`src/rtl/intr_cause_pkg.sv`:
```
package intr_cause_pkg;

  localparam int unsigned NUM_SRC = 7;
  localparam int unsigned DATA_W  = 32;
  localparam int unsigned ADDR_W  = 8;

  typedef logic [NUM_SRC-1:0] src_vec_t;

  // Next cause value: software write replaces, live sources always set.
  function automatic src_vec_t cause_next(input src_vec_t held,
                                          input logic     wr,
                                          input src_vec_t wval,
                                          input src_vec_t lvl);
    src_vec_t base;
    base = wr ? wval : held;
    return base | lvl;
  endfunction

  // Enabled-and-pending vector.
  function automatic src_vec_t pending_vec(input src_vec_t cause,
                                           input src_vec_t mask);
    return cause & mask;
  endfunction

endpackage

```
`src/rtl/intr_reg_decode.sv`:
```
module intr_reg_decode
  import intr_cause_pkg::*;
#(
  parameter int unsigned N_SRC    = NUM_SRC,
  parameter int unsigned DW       = DATA_W,
  parameter int unsigned AW       = ADDR_W,
  parameter logic [AW-1:0] CAUSE_OFF = 8'h50,
  parameter logic [AW-1:0] MASK_OFF  = 8'h54
) (
  input  logic            wr_i,
  input  logic [AW-1:0]   addr_i,
  input  logic [N_SRC-1:0] cause_i,
  input  logic [N_SRC-1:0] mask_i,
  output logic            cause_wr_o,
  output logic            mask_wr_o,
  output logic [DW-1:0]   rdata_o
);
  localparam int unsigned PAD_W = DW - N_SRC;

  logic hit_cause, hit_mask;

  assign hit_cause  = (addr_i == CAUSE_OFF);
  assign hit_mask   = (addr_i == MASK_OFF);
  assign cause_wr_o = wr_i & hit_cause;
  assign mask_wr_o  = wr_i & hit_mask;

  always_comb begin
    rdata_o = '0;
    if (hit_cause)     rdata_o = {{PAD_W{1'b0}}, cause_i};
    else if (hit_mask) rdata_o = {{PAD_W{1'b0}}, mask_i};
  end
endmodule

```
`src/rtl/intr_cause_store.sv`:
```
module intr_cause_store
  import intr_cause_pkg::*;
#(
  parameter int unsigned N_SRC = NUM_SRC
) (
  input  logic             clk,
  input  logic             rst_n,
  input  logic             wr_i,
  input  logic [N_SRC-1:0] wval_i,
  input  logic [N_SRC-1:0] src_i,
  output logic [N_SRC-1:0] cause_o
);
  logic [N_SRC-1:0] nxt;

  always_comb nxt = cause_next(cause_o, wr_i, wval_i, src_i);

  always_ff @(posedge clk or negedge rst_n) begin
    if (!rst_n) cause_o <= '0;
    else        cause_o <= nxt;
  end
endmodule

```
`src/rtl/intr_mask_store.sv`:
```
module intr_mask_store
  import intr_cause_pkg::*;
#(
  parameter int unsigned N_SRC = NUM_SRC
) (
  input  logic             clk,
  input  logic             rst_n,
  input  logic             wr_i,
  input  logic [N_SRC-1:0] wval_i,
  input  logic [N_SRC-1:0] cause_i,
  output logic [N_SRC-1:0] mask_o,
  output logic [N_SRC-1:0] pend_o
);
  always_ff @(posedge clk or negedge rst_n) begin
    if (!rst_n)    mask_o <= '0;
    else if (wr_i) mask_o <= wval_i;
  end

  assign pend_o = pending_vec(cause_i, mask_o);
endmodule

```
`src/rtl/intr_cause_ctrl.sv`:
```
module intr_cause_ctrl
  import intr_cause_pkg::*;
#(
  parameter int unsigned N_SRC = NUM_SRC,
  parameter int unsigned DW    = DATA_W,
  parameter int unsigned AW    = ADDR_W
) (
  input  logic             clk,
  input  logic             rst_n,
  input  logic [N_SRC-1:0] src_i,
  input  logic             reg_wr_i,
  input  logic [AW-1:0]    reg_addr_i,
  input  logic [DW-1:0]    reg_wdata_i,
  output logic [DW-1:0]    reg_rdata_o,
  output logic             irq_o
);
  logic             cause_wr_evt;
  logic             mask_wr_evt;
  logic [N_SRC-1:0] cause_q;
  logic [N_SRC-1:0] mask_q;
  logic [N_SRC-1:0] pend_vec;
  logic [N_SRC-1:0] wval;

  assign wval = reg_wdata_i[N_SRC-1:0];

  intr_reg_decode #(.N_SRC(N_SRC), .DW(DW), .AW(AW)) u_dec (
    .wr_i       (reg_wr_i),
    .addr_i     (reg_addr_i),
    .cause_i    (cause_q),
    .mask_i     (mask_q),
    .cause_wr_o (cause_wr_evt),
    .mask_wr_o  (mask_wr_evt),
    .rdata_o    (reg_rdata_o)
  );

  intr_cause_store #(.N_SRC(N_SRC)) u_cause (
    .clk     (clk),
    .rst_n   (rst_n),
    .wr_i    (cause_wr_evt),
    .wval_i  (wval),
    .src_i   (src_i),
    .cause_o (cause_q)
  );

  intr_mask_store #(.N_SRC(N_SRC)) u_mask (
    .clk     (clk),
    .rst_n   (rst_n),
    .wr_i    (mask_wr_evt),
    .wval_i  (wval),
    .cause_i (cause_q),
    .mask_o  (mask_q),
    .pend_o  (pend_vec)
  );

  assign irq_o = |pend_vec;
endmodule

```
`config.mk`:
```
export PLATFORM = sky130hd
export DESIGN_NAME = intr_cause_ctrl
export DESIGN_NICKNAME = d
export VERILOG_FILES = /design/src/rtl/intr_cause_pkg.sv /design/src/rtl/intr_reg_decode.sv /design/src/rtl/intr_cause_store.sv /design/src/rtl/intr_mask_store.sv /design/src/rtl/intr_cause_ctrl.sv
export SDC_FILE = /design/constraint.sdc
export NUM_CORES = 1
export LEC_CHECK = 0
export ABC_AREA = 0
export BUFFER_PORTS_ARGS = -buffer_cell sky130_fd_sc_hd__buf_2
export CAP_MARGIN = 20
export CORE_MARGIN = 3
export CORE_UTILIZATION = 30
export CTS_CLUSTER_DIAMETER = 120
export DETAILED_ROUTE_END_ITERATION = 10
export GPL_ROUTABILITY_DRIVEN = 0
export GPL_TIMING_DRIVEN = 0
export PLACE_DENSITY = 0.66
export SYNTH_ARGS = -nofsm -noshare
export SYNTH_HDL_FRONTEND = slang
export SYNTH_SLANG_ARGS = --single-unit
```
`constraint.sdc`:
```
create_clock -name clk -period 1.17 [get_ports clk]
set_input_delay 0.117 -clock clk [delete_from_list [all_inputs] [get_ports clk]]
set_output_delay 0.117 -clock clk [all_outputs]
set_load 0.1 [all_outputs]
```
Word level (Yosys, flattened, before mapping)
Index checks and enable logic that the tools add are counted.

word-level totals
  bits in registers = 14
  input port bits = 50

cells by class
  equality and inequality tests = 2
  muxes and demuxes = 3
  bitwise logic cells = 4
  reductions and logical operators = 1

operators by type and width
  operator              count
  $mux W32              1
  $eq A8 B7 Y1 const B  2
  $mux W7               2
  $and A7 B7 Y7         1
  $or A7 B7 Y7          1
  $reduce_or A7 Y1      1
  $and A1 B1 Y1         2

Depth between registers and ports, before layout
Gate-level depths: netlist (run 1).

  word-level depth = 4
  gate-level depth with buffers = 4
  depth with buffers taken out = 3

Cells and area by module
From an unflattened synthesis (run 1), not the netlist that was laid out.

second synthesis, totals
  cell total of the unflattened synthesis = 96
  area, all modules = 1,067.3 um^2

by module, submodules not included
  module            times used  cells an instance  area an instance (um^2)  sequential area each (um^2)
  intr_reg_decode   1           49                 412.9                    0.0
  intr_mask_store   1           22                 335.3                    175.2
  intr_cause_store  1           22                 304.0                    175.2
  intr_cause_ctrl   1           3                  15.0                     0.0

Worst setup path before layout (run 1)
Ideal clock, no wire load.

  kind = in2out
  start point = input reg_addr_i[1]
  end point = output reg_rdata_o[0]
  data arrival time = 1,959 ps
  path slack = -906 ps
  stages on the path = 3
  path buffers = 0
  path through = nor4b_4 nand2_1 nor2_1

between the ends
  word-level cells in the longest chain between the ends = 3
  elaborated cells on any way between the ends = 4
  those cells by class = eq/ne: 2; mux: 2

ends and longest elaborated chain
  what             line                   RTL
  start, declared  intr_cause_ctrl.sv:12  input logic [AW-1:0] reg_addr_i,
  $eq A8 B7 Y1     intr_reg_decode.sv:23  assign hit_mask = (addr_i == MASK_OFF);
  $mux W7          intr_reg_decode.sv:30  else if (hit_mask) rdata_o = {{PAD_W{1'b0}}, mask_i};
  $mux W32 *       intr_reg_decode.sv:29  if (hit_cause) rdata_o = {{PAD_W{1'b0}}, cause_i};
  end, declared    intr_cause_ctrl.sv:14  output logic [DW-1:0] reg_rdata_o,

Mark *: on every way between the ends. The rest lies on a longest branch, timed or not.

Worst setup path in the final report (run 1)
  start point = register u_mask.mask_o[3]
  end point = output irq_o

between the ends
  word-level cells in the longest chain between the ends = 2

ends and longest elaborated chain
  what                    line                   RTL
  start, declared         intr_mask_store.sv:11  output logic [N_SRC-1:0] mask_o,
  start signal, assigned  intr_mask_store.sv:16  else if (wr_i) mask_o <= wval_i;
  $and A7 B7 Y7           intr_cause_pkg.sv:22   return cause & mask;
  $reduce_or A7 Y1        intr_cause_ctrl.sv:55  assign irq_o = |pend_vec;
  end, declared           intr_cause_ctrl.sv:15  output logic irq_o

No other way between the ends.

==> flow_summary_export.csv, run 1 <==
group,metric,value,unit
status,outcome,"finished, violations left",
status,violations,"setup timing",
final_layout,area_growth,63.5,%
drt,wl,2170,µm
grt,grt_pass1_vias,849,
synth,yosysSeqAreaShare,0.369,
floorplanning,core-area,0.00288,mm²
synth,yosysTopAreaCellShare,0.369,
synth,yosysUniqueCellTypes,15,
setup_path,path_class,"flip-flop to output pin",
final_layout,diodes,0,
timing,slew_headroom,0.650,
power_and_ir_drop,cellLeakagePower,0.826,nW
grt,grt_usage,0.116,
synth,syn_area_per_cell,10.2,µm²
synth,ys_top_cells_by_count,"buf_4 (25), nor2_1 (21), dfrtp_1 (14), mux2i_1 (14), mux2_2 (7)",
synth,synth_seq_cells,14,
power_and_ir_drop,power.internal,802,µW
synth,ys_warn_count,0,
power_and_ir_drop,power.density,954,mW/mm²
cts,clock-sinks,14,
setup_path,arrival,1.53,ns
timing,hold_viol_final,0,
drt,drcViolationCount,0,
floorplanning,start_util,0.330,
power_and_ir_drop,combinationalPowerShare,0.479,
timing,fin_crit_sh,1.40,
drt,wl_per_cell,10.8,µm
timing,period_minus_slack,1.64,ns
timing,setup_viol,8,
timing,tns,-1.28,ns
cts,path_clk_slew,0.08,ns
floorplanning,die-area,0.00388,mm²
floorplanning,fp.dieH,62.3,µm
power_and_ir_drop,power,1.48,mW
setup_path,worstSetupEndpointType,"output pin",
final_layout,drive_gt1_frac,0.582,
cts,insertion_delay,0.27,ns
setup_path,setup.worst_path.start_class,"flip-flop",
timing,finalClockSkew,0,ns
drt,firstDrtPassIters,4,
floorplanning,rows,19,
timing,fmax,609,MHz
floorplanning,top_level_ports,83,
place,portBuffers,31,
setup_path,startpoint,"u_mask.mask_o[3]$_DFFE_PN0P_",
synth,synth-edff-count,0,
power_and_ir_drop,switching_share,0.458,
grt,antenna_found_initial,0,
synth,synthTopCellsByArea,"dfrtp_1 (37%), buf_4 (20%), mux2i_1 (15%)",
synth,yosysMostFrequentCell,"buf_4",
final_layout,nNetsFinal,210,
setup_path,crit_fanout,3,
final_layout,design_area,0.00155,mm²
cts,h-tree-depth,1,
min_path,hp-start,"reg_wdata_i[6]",
drt,vias_per_cell,4.03,
place,dp_hpwl,1690,µm
grt,grt_pass1_wl,3650,µm
drt,ant_nets,0,
power_and_ir_drop,p_switching,679,µW
grt,grt.overflow.total,0,
synth,syn_area,950,µm²
power_and_ir_drop,irDropWorstVdd,0.651,mV
synth,async_flop_share,1.00,
place,place_area,0.00132,mm²
synth,syn_inst,93,
timing,holdWs,0.0838,ns
timing,rsz0062_at_grt,"true",
cts,cts_made_buffers,3,
setup_path,r2r-start,"u_cause.cause_o[1]$_DFF_PN0_",
setup_path,cp.required,1.05,ns
timing,setup_slack,-0.473,ns
drt,drt_iter0_markers,16,
timing,maxSlewViolCount,0,
synth,yosysTopAreaCell,"dfrtp_1",
min_path,hold_path_class,"primary input to flip-flop",
synth,synth_flop_cell,"dfrtp_1",
final_layout,fin_cells,200,
timing,worst_pin_slew,0.524,ns
grt,grt_max_degree,15,
floorplanning,die_w,62.3,µm
job,max_cap_violations,0,
power_and_ir_drop,seqPwrFrac,0.342,
cts,cts_tree,"done",
cts,cts_root_buf,"clkbuf_4",
drt,vias,805,
cts,clockBufferDepth,2,
place,dpl.cell_count,190,
power_and_ir_drop,power.share.clock,0.180,
## kinds of logic (layout without fill, tap and decap cells)
family	after synthesis	after routing	synth area share
flops	14	14	0.369
compound gates	3	3	0.0263
other cells	1	25	0.00395
mux	21	21	0.231
simple gates	27	27	0.162
buf+inv	27	68	0.208
## path summary, 6_finish.rpt
kind                                                end  cells past startpoint  slack, ns
min reg2reg                u_mask.mask_o[3]$_DFFE_PN0P_                      1       0.55
max in group asynchronous  u_mask.mask_o[5]$_DFFE_PN0P_                      2       0.67
min in group asynchronous  u_cause.cause_o[3]$_DFF_PN0_                      2       0.26
min                        u_mask.mask_o[6]$_DFFE_PN0P_                      2       0.08
max reg2reg                u_cause.cause_o[1]$_DFF_PN0_                      3       0.32
max                                               irq_o                      3      -0.47
## power by group through the flow
stage | clock, mW | sequential [mW] | combinational (mW)
2_1_floorplan | 0 | 0.511 | 0.567
3_3_place_gp | 0 | 0.513 | 0.639
3_5_place_dp | 0 | 0.514 | 0.643
4_1_cts | 0.279 | 0.506 | 0.700
5_1_grt | 0.307 | 0.507 | 0.736
6_report | 0.266 | 0.506 | 0.709
## registers in the layout, indices dropped and copies added, names as in the netlist
signal and count:
u_cause.cause_o 7, u_mask.mask_o 7
## critical path: stages (launching register included)
cell	delay (ns)
dfrtp_1	0.40
a222oi_1	0.52
nand3_4	0.14
buf_12	0.19
## what timing repair did
| item | 4_1_cts | 5_1_grt |
|---|---|---|
| resized for setup | 38 | 1 |
| hold buffers | 1 | 0 |
| endpoints found under the hold margin | 14 | 0 |
| endpoints found under the setup margin | 8 | 8 |
| buffers inserted | 3 | 3 |
| pin swaps | 5 | 5 |
## metal layers
layer	up-vias	track usage	share of wire	wire length, µm
li1	397	-	-	-
met1	364	0.126	0.35	756
met2	42	0.219	0.54	1170
met3	2	0.0306	0.10	226
met4	0	0.0331	0.0078	17
met5	-	0	0	0
## per-stage QoR
| step | util | worst slack (ns) |
|---|---|---|
| 2_1_floorplan | - | -0.181 |
| 3_3_place_gp | 0.459 | -0.383 |
| 3_5_place_dp | 0.459 | -0.397 |
| 4_1_cts | 0.530 | -0.469 |
| 5_1_grt | 0.540 | -0.530 |
| 6_report | 0.540 | -0.473 |
## layout make-up
class,count,area [µm²]
Buffer,27,198
Timing Repair Buffer,38,337
Fill cell,257,1320
Tap cell,42,52.6
Multi-Input combinational cell,76,593
Clock buffer,3,22.5
Sequential cell,14,350
## cell usage in the layout, fill, tap and decap left out
master	count
buf_4	32
mux2_2	7
mux2i_2	6
nor4b_4	1
nor3b_4	1
buf_12	7
dfrtp_1	14
nand2_4	1
a22oi_1	2
nand3_4	1
buf_6	3
nor2_4	7
mux2i_1	8
clkbuf_4	3
nor2_1	14
nand4b_1	1
buf_2	22
dlygate4sd3_1	1
a222oi_1	1
conb_1	25
nand4_4	1
(Power assumes the default switching activity.)
==> inputs of run 2 (changes only) <==
==> constraint.sdc (replaced) <==
create_clock -name clk -period 1.17 [get_ports clk]
set_input_delay 0.0585 -clock clk [delete_from_list [all_inputs] [get_ports clk]]
set_output_delay 0.0585 -clock clk [all_outputs]
set_load 0.1 [all_outputs]
==> run 2 against run 1 <==
The run still ends with setup timing left. Global-route usage down 0.076 points. Worst setup slack better by 0.058 ns. Die area unchanged. Maximum frequency up 3.7%. Sequential cell count is the same. Non-clock buffer count shrank 1.
==> flow_summary_export.csv, run 2 (synthesis gave the netlist of run 1 again) <==
group,metric,value,unit
drt,drcViolationCount,0,
drt,vias,799,
grt,grt.met3_usage,0.0342,
cts,clockBufferDepth,2,
drt,wl,2140,µm
timing,worst_pin_slew,0.524,ns
setup_path,cpPeakStageDelay,0.52,ns
final_layout,design_area,0.00153,mm²
place,dp_hpwl,1690,µm
cts,cts_tree,"done",
cts,cts_root_buf,"clkbuf_4",
floorplanning,rows,19,
status,outcome,"finished, violations left",
setup_path,path_class,"flip-flop to output pin",
setup_path,crit_slowest_cell,"a222oi_1",
grt,antenna_found_initial,0,
drt,firstDrtPassIters,4,
setup_path,path_cells,"a222oi_1, nand3_4, buf_12",
timing,setup_viol,8,
timing,finalClockSkew,0,ns
timing,period_minus_slack,1.58,ns
grt,grt_pass1_vias,847,
power_and_ir_drop,power.density,965,mW/mm²
power_and_ir_drop,irDropWorstVdd,0.646,mV
status,violations,"setup timing",
final_layout,multi_input_area,593,µm²
grt,grt_pass1_wl,3620,µm
cts,h-tree-depth,1,
final_layout,utilization,0.531,
place,portBuffers,31,
setup_path,arrival,1.53,ns
setup_path,cp.required,1.11,ns
drt,vias_per_cell,4.02,
grt,grt_max_degree,15,
final_layout,top_regs,"u_cause.cause_o x7, u_mask.mask_o x7",
place,place_area,0.00132,mm²
power_and_ir_drop,cellLeakagePower,0.815,nW
timing,hold_viol_final,0,
timing,holdWs,0.0253,ns
cts,clock-sinks,14,
final_layout,final_common_cell,"buf_4",
final_layout,nNetsFinal,209,
floorplanning,fp.dieH,62.3,µm
timing,fin_crit_sh,1.35,
setup_path,worstSetupEndpointType,"output pin",
final_layout,diodes,0,
floorplanning,core-area,0.00288,mm²
setup_path,setup.worst_path.start_class,"flip-flop",
cts,path_clk_slew,0.08,ns
grt,busiest_layer,"met2",
final_layout,layout_common_cells,"buf_4 (31), buf_2 (25), conb_1 (25), nor2_1 (14), dfrtp_1 (14)",
floorplanning,start_util,0.330,
timing,slew_headroom,0.650,
grt,use_met2,0.216,
final_layout,final-seq-area,350,µm²
drt,wl_per_cell,10.8,µm
min_path,hold_path_class,"primary input to flip-flop",
power_and_ir_drop,power,1.47,mW
floorplanning,die-area,0.00388,mm²
timing,maxSlewViolCount,0,
final_layout,n_fill_cell,261,
drt,drt_iter0_markers,15,
job,max_cap_violations,0,
floorplanning,die_w,62.3,µm
final_layout,drive_gt1_frac,0.580,
grt,grt_usage,0.115,
drt,ant_nets,0,
timing,tns,-0.815,ns
timing,setup_slack,-0.414,ns
setup_path,crit_fanout,3,
timing,rsz0062_at_grt,"true",
cts,cts_made_buffers,3,
grt,grt.overflow.total,0,
grt,grtUsageMet1,0.123,
floorplanning,top_level_ports,83,
cts,insertion_delay,0.27,ns
final_layout,area_growth,60.7,%
timing,fmax,631,MHz
## run 2: repair_timing
action | CTS | global route
endpoints found under the setup margin | 8 | 8
gates resized for setup | 36 | 0
buffers inserted | 3 | 2
endpoints found under the hold margin | 14 | 0
hold buffers | 1 | 0
pin swaps | 4 | 3
## run 2: worst paths after layout
kind / startpoint / end / slack [ns] / cells after the start
max in group asynchronous: rst_n / u_mask.mask_o[5]$_DFFE_PN0P_ / 0.73 / 2
min: reg_wdata_i[6] / u_mask.mask_o[6]$_DFFE_PN0P_ / 0.03 / 2
min reg2reg: u_mask.mask_o[3]$_DFFE_PN0P_ / u_mask.mask_o[3]$_DFFE_PN0P_ / 0.55 / 1
max reg2reg: u_cause.cause_o[1]$_DFF_PN0_ / u_cause.cause_o[1]$_DFF_PN0_ / 0.32 / 3
min in group asynchronous: rst_n / u_cause.cause_o[3]$_DFF_PN0_ / 0.20 / 2
max: u_mask.mask_o[3]$_DFFE_PN0P_ / irq_o / -0.41 / 3
## run 2: cell type report
| cell class | instances | area share |
|---|---|---|
| Clock buffer | 3 | 0.0148 |
| Sequential cell | 14 | 0.230 |
| Tap cell | 42 | 0.0344 |
| Timing Repair Buffer | 37 | 0.203 |
| Buffer | 27 | 0.130 |
| Multi-Input combinational cell | 76 | 0.389 |
## run 2: critical path, delay by kind of cell (launching register included)
family / cells / cell delay [ns]
compound gates: 1 / 0.52
simple gates: 1 / 0.14
flops: 1 / 0.40
buf+inv: 1 / 0.19
## run 2: report_power, final
group          switching (mW)  internal, mW
Combinational           0.521         0.180
Sequential             0.0108         0.495
Clock                   0.147         0.119
## run 2: routing by layer
metal	vias up	part of all wire	wire length, µm
met5	-	0	0
met4	0	0.0079	17
met3	2	0.11	238
met2	42	0.53	1150
met1	360	0.35	740
li1	395	-	-
## run 2: metrics by stage
step / setup slack [ns] / cells
final: -0.414 / 199
after floorplan: -0.0644 / 117
after global placement: -0.266 / 190
after detailed placement: -0.280 / 190
after CTS: -0.411 / 197
after global routing: -0.472 / 199
